**src/rtl/scl_timing_gen.sv**
```systemverilog
`timescale 1ns/1ps
module scl_timing_gen #(
  parameter int PW       = 8,
  parameter int CW       = 8,
  parameter int LOW_ADD  = 7,
  parameter int HIGH_ADD = 5
) (
  input  logic          clk,
  input  logic          rst_n,
  input  logic          enable,
  input  logic          run,
  input  logic [PW-1:0] psc_val,
  input  logic [CW-1:0] low_val,
  input  logic [CW-1:0] high_val,
  input  logic          scl_in,
  output logic          scl_pull_low,
  output logic          fall_stb,
  output logic          rise_stb,
  output logic          mid_low_stb,
  output logic [CW+1:0] period_ticks
);
  localparam int TW = CW + 1;

  typedef enum logic [1:0] {S_IDLE, S_LOW, S_HIGH} st_t;
  st_t           state;
  logic [PW-1:0] psc_q, pcnt;
  logic [CW-1:0] low_q, high_q;
  logic [TW-1:0] tcnt;
  logic          seen_high;

  wire           idle      = (state == S_IDLE);
  wire           start     = idle & enable & run;
  wire           go        = (state == S_LOW) | ((state == S_HIGH) & (seen_high | scl_in));
  wire           tick      = go & (pcnt == psc_q);
  wire [TW-1:0]  low_last  = TW'(low_q) + TW'(LOW_ADD - 1);
  wire [TW-1:0]  high_last = TW'(high_q) + TW'(HIGH_ADD - 1);
  wire [TW-1:0]  low_half  = (TW'(low_q) + TW'(LOW_ADD)) >> 1;
  wire           low_end   = tick & (state == S_LOW) & (tcnt == low_last);
  wire           high_end  = tick & (state == S_HIGH) & (tcnt == high_last);

  always_ff @(posedge clk or negedge rst_n) begin
    if (!rst_n) begin
      state       <= S_IDLE;
      psc_q       <= '0;
      low_q       <= '0;
      high_q      <= '0;
      pcnt        <= '0;
      tcnt        <= '0;
      seen_high   <= 1'b0;
      fall_stb    <= 1'b0;
      mid_low_stb <= 1'b0;
    end else begin
      fall_stb    <= 1'b0;
      mid_low_stb <= 1'b0;
      if (idle) begin
        psc_q  <= psc_val;
        low_q  <= low_val;
        high_q <= high_val;
      end
      if (!enable) begin
        state     <= S_IDLE;
        pcnt      <= '0;
        tcnt      <= '0;
        seen_high <= 1'b0;
      end else if (start) begin
        state    <= S_LOW;
        pcnt     <= '0;
        tcnt     <= '0;
        fall_stb <= 1'b1;
      end else if (go) begin
        if (state == S_HIGH) seen_high <= 1'b1;
        if (!tick) begin
          pcnt <= pcnt + PW'(1);
        end else begin
          pcnt <= '0;
          if (low_end) begin
            state     <= S_HIGH;
            tcnt      <= '0;
            seen_high <= 1'b0;
          end else if (high_end) begin
            tcnt      <= '0;
            seen_high <= 1'b0;
            if (run) begin
              state    <= S_LOW;
              fall_stb <= 1'b1;
            end else begin
              state <= S_IDLE;
            end
          end else begin
            tcnt <= tcnt + TW'(1);
            if ((state == S_LOW) && ((tcnt + TW'(1)) == low_half)) mid_low_stb <= 1'b1;
          end
        end
      end
    end
  end

  assign scl_pull_low = (state == S_LOW);
  assign rise_stb     = (state == S_HIGH) & scl_in & ~seen_high;
  assign period_ticks = (CW+2)'(low_q) + (CW+2)'(high_q) + (CW+2)'(LOW_ADD + HIGH_ADD);

  assert_strobes_exclusive_R5: assert property (@(posedge clk) disable iff (!rst_n)
    $onehot0({fall_stb, rise_stb, mid_low_stb}));

  assert_fall_on_edge_R5: assert property (@(posedge clk) disable iff (!rst_n)
    fall_stb |-> (scl_pull_low && !$past(scl_pull_low)));

  assert_rise_needs_line_R4: assert property (@(posedge clk) disable iff (!rst_n)
    rise_stb |-> (scl_in && !scl_pull_low));

  assert_stretch_holds_R4: assert property (@(posedge clk) disable iff (!rst_n)
    ((state == S_HIGH) && !seen_high && !scl_in && enable) |=>
      ((state == S_HIGH) && (pcnt == '0) && (tcnt == '0)));

  assert_mid_inside_low_R6: assert property (@(posedge clk) disable iff (!rst_n)
    mid_low_stb |-> (scl_pull_low && $past(scl_pull_low)));

  assert_low_count_bound_R2: assert property (@(posedge clk) disable iff (!rst_n)
    scl_pull_low |-> (tcnt <= low_last));

  assert_frozen_while_running_R7: assert property (@(posedge clk) disable iff (!rst_n)
    (!idle && $past(!idle)) |-> ($stable(psc_q) && $stable(low_q) && $stable(high_q)));

  assert_disable_releases_R9: assert property (@(posedge clk) disable iff (!rst_n)
    !enable |=> (!scl_pull_low && !fall_stb));
endmodule

```
**config.mk**
```make
export PLATFORM = sky130hd
export DESIGN_NAME = scl_timing_gen
export DESIGN_NICKNAME = d
export VERILOG_FILES = /design/src/rtl/scl_timing_gen.sv
export SDC_FILE = /design/constraint.sdc
export NUM_CORES = 1
export LEC_CHECK = 0
export ABC_CLOCK_PERIOD_IN_PS = 3000
export BUFFER_PORTS_ARGS = -buffer_cell sky130_fd_sc_hd__buf_2
export CAP_MARGIN = 20
export CORE_MARGIN = 2
export CORE_UTILIZATION = 40
export CTS_CLUSTER_SIZE = 16
export DETAILED_ROUTE_END_ITERATION = 12
export SLEW_MARGIN = 20
export SYNTH_ARGS = -nofsm -noshare
export SYNTH_HDL_FRONTEND = slang
export SYNTH_SLANG_ARGS = --single-unit
```
**constraint.sdc**
```tcl
create_clock -name clk -period 3 [get_ports clk]
set_clock_uncertainty 0.1 [all_clocks]
set_input_delay 0.6 -clock clk [delete_from_list [all_inputs] [get_ports clk]]
set_output_delay 0.6 -clock clk [all_outputs]
set_load 0.005 [all_outputs]
```
==> metrics.csv <==
stage;metric;value;unit
layout;Antenna Cells;0;
routing;via count;2600;
layout;layout cell share with drive strength beyond 1;29.8;%
sta;endpoints failing setup;2;
layout;nets@finish;449;
logic_synthesis;post-synthesis sequential area ratio;36.4;%
pwr;Clk pwr share;24.5;%
routing;routed vias/inst;5.19;
clocking;cts bufs inserted;5;
logic_synthesis;number of synthesized register bits;46;
floorplan;core area;0.00769;mm^2
floorplan;initial core utilization;41.2;%
logic_synthesis;Async SR Flop Fraction;100;%
placement;placed cell areas;0.00358;mm^2
layout;area occupied by multi-input gates;0.00202;mm^2
run_status;outcome;finished, violations left;
logic_synthesis;most frequent cell after synthesis;dfrtp_1;
layout;fill count;758;
pwr;Internal;1140;uW
clocking;clk root buf;clkbuf_8;
hold_path;HP Class;primary input to async pin;
logic_synthesis;post-synth cell types;49;
logic_synthesis;Post-synth EDFFs;0;
global_routing;Total GRT Usage;17.9;%
critical_path;R2R setup slack;0.18;ns
logic_synthesis;Synth Net Count;388;
placement;dpl ws;0.00493;ns
sta;final worst slack;-0.113;ns
pwr;sequential share of power;40.4;%
sta;Hold Fails Final Rpt;0;
global_routing;grt ovf;0;
clocking;H-tree depth;2;
run_status;failing checks;negative setup slack;
sta;worst rel slew slack;50.8;%
pwr;Psw;572;uW
global_routing;largest net degree at the start of global routing;32;
sta;post-route minimum period;3.11;ns
logic_synthesis;top-area cell type share of the netlist area;36.4;%
critical_path;critical path type;register to output pin;
critical_path;CP arrival;2.41;ns
placement;DPL Wire Length;5.65;mm
sta;Max Freq;0.321;GHz
floorplan;Die Ht;93.0;um
layout;Area Overhead vs Synth;21.7;%
global_routing;initial antenna violation count;0;
critical_path;R2R cell count;8;
floorplan;Ports;43;
pwr;switch share;33.5;%
logic_synthesis;top cells by count, synth;46 x dfrtp_1, 40 x xnor2_1, 31 x nand2_1;
layout;final instance area;0.00385;mm^2
floorplan;chip width;93.0;um
layout;register area;0.00115;mm^2
sta;Period Utilization, post-route;104;%
critical_path;CP max FO;2;
critical_path;startpoint types;register;
pwr;part of the power in combinational logic;35.1;%
clocking;clock tree buffer depth;2;
floorplan;num rows;32;
pwr;cell leakage power;0.00173;uW
logic_synthesis;ys flop type;dfrtp_1;
floorplan;Die ar.;0.00864;mm^2
routing;WL per Instance;14.7;um
critical_path;RR Startpoint;low_q[1]$_DFFE_PN0N_;
pwr;pwr/cell area;444;mW/mm^2
critical_path;worst path required time;2.30;ns
clocking;Clock transition at path regs;0.10;ns
routing;Post-DRT Antenna Nets;0;
global_routing;vias in the first global route;2528;
flow_run;total of max-cap violations;0;
clocking;clk sinks;46;
logic_synthesis;Avg Inst Size Synth;9.39;um^2
routing;DRC;0;
sta;fin. max-slew vios;0;
logic_synthesis;Gate Count Post-Synth;337;
global_routing;first-pass GRT wire length;12.2;mm
placement;IO buf count;42;
routing;first-pass iteration count of the detailed router;4;
pwr;maximum VDD drop;267;uV
logic_synthesis;Yosys top cell by area;dfrtp_1;
logic_synthesis;mapped cell area;0.00317;mm^2
sta;Worst-Margin Slew;0.738;ns
sta;RSZ-0062 raised after global routing;yes;
critical_path;crit end category;output pin;
clocking;Hold-fix buffers, CTS;0;
logic_synthesis;largest cells by area after synthesis;dfrtp_1 36%, xnor2_1 11%, ha_1 8.3%, mux2_2 6.0%, xor2_1 4.7%;
routing;1st-iter DRT viols;150;
logic_synthesis;Synth Warn #;0;
clocking;CTS tree;yes;
clocking;Clock Latency Late Sink;0.31;ns
critical_path;worst reg2reg endpoint;tcnt[1]$_DFFE_PN0P_;
placement;GP Congestion;0.875;
routing;WL final;7.36;mm
==> layout by cell type (no fill, tap or decap), types with 5 or more instances in the layout <==
master,Yosys,routed
o21ai_0,14,13
xor2_1,17,17
nor3_1,6,6
nor2_1,24,22
dfrtp_1,46,46
mux2_2,17,17
a21oi_1,11,7
nand3_1,13,13
and3_1,5,5
ha_1,21,16
buf_2,4,42
buf_4,2,25
inv_1,16,13
xnor2_1,40,38
nand4_1,9,9
clkbuf_8,0,5
nor2b_1,5,5
nand2_1,31,31
ha_4,0,5
==> sequential cells by signal (all words and copies together), names as in the netlist <==
name         count
fall_stb         1
high_q           8
low_q            8
mid_low_stb      1
pcnt             8
psc_q            8
seen_high        1
state            2
tcnt             9
==> worst max-delay path, stage by stage (launching register included) <==
cell and delay, ns:
dfrtp_1 0.42, ha_4 0.25, ha_4 0.16, fa_2 0.37
a21oi_2 0.13, nor2_1 0.06, nor2_2 0.10, o21bai_1 0.09
a21oi_2 0.18, nor2b_1 0.07, o21a_1 0.16, buf_2 0.12
==> cell families (layout without fill, tap and decap cells) <==
family	Yosys count	after routing	share of synthesized area (%)
and+or+nand+nor	113	113	17.8
xor gates and xnor gates	57	57	15.8
AOI/OAI and AO/OA	51	51	10.8
DFF	46	46	36.4
buffers and inverters	30	92	3.95
adders and majority gates	22	22	8.93
muxes	18	18	6.36
==> per-layer routing <==
metal / routed length (um) / global-route usage, % / vias up
met5: 0 / 0 / -
met1: 3550 / 25.5 / 1243
met2: 3490 / 29.0 / 56
met4: 84 / 4.78 / 0
met3: 238 / 1.71 / 7
li1: - / - / 1294
==> worst max path at each step <==
stage / start / end / depth (start not counted)
global placement: low_q[1]$_DFFE_PN0N_ / period_ticks[9] / 11
floorplan: low_q[1]$_DFFE_PN0N_ / period_ticks[9] / 10
CTS: low_q[1]$_DFFE_PN0N_ / period_ticks[9] / 11
finish: low_q[1]$_DFFE_PN0N_ / period_ticks[9] / 11
detailed placement: low_q[1]$_DFFE_PN0N_ / period_ticks[9] / 11
global route: low_q[1]$_DFFE_PN0N_ / period_ticks[9] / 11
==> power groups by stage <==
| stage | logic (uW) | registers, uW | clock network, uW |
|---|---|---|---|
| floorplan | 326 | 696 | 0 |
| global placement | 492 | 702 | 0 |
| detailed placement | 503 | 704 | 0 |
| CTS | 537 | 691 | 435 |
| global route | 663 | 697 | 455 |
| finish | 600 | 691 | 418 |
==> stage by stage <==
stage / hold WS (ns) / TNS [ns] / total power (uW) / instances / util, %
floorplan: 0.204 / 0 / 1020 / 337 / -
global placement: 0.406 / 0 / 1190 / 486 / 46.6
detailed placement: 0.413 / 0 / 1210 / 486 / 46.6
CTS: 0.264 / -0.297 / 1660 / 497 / 48.6
global route: 0.290 / -0.484 / 1820 / 501 / 50.1
finish: 0.243 / -0.139 / 1710 / 501 / 50.1
==> cell type report <==
class / instances / share of cell area (%)
Clock buffer: 5 / 1.79
Clock inverter: 3 / 0.682
Inverter: 17 / 1.72
Multi-Input combinational cell: 261 / 52.3
Sequential cell: 46 / 29.9
Tap cell: 102 / 3.31
Timing Repair Buffer: 67 / 10.3
==> repair_timing <==
action                                  in CTS  in global routing
buffers inserted                             3                  5
gates resized for setup                     10                 14
endpoints found under the setup margin       5                 16
pin swaps                                    5                 12
hold endpoints to repair                     0                  0
Note: power is estimated with default switching activity, not from simulation.
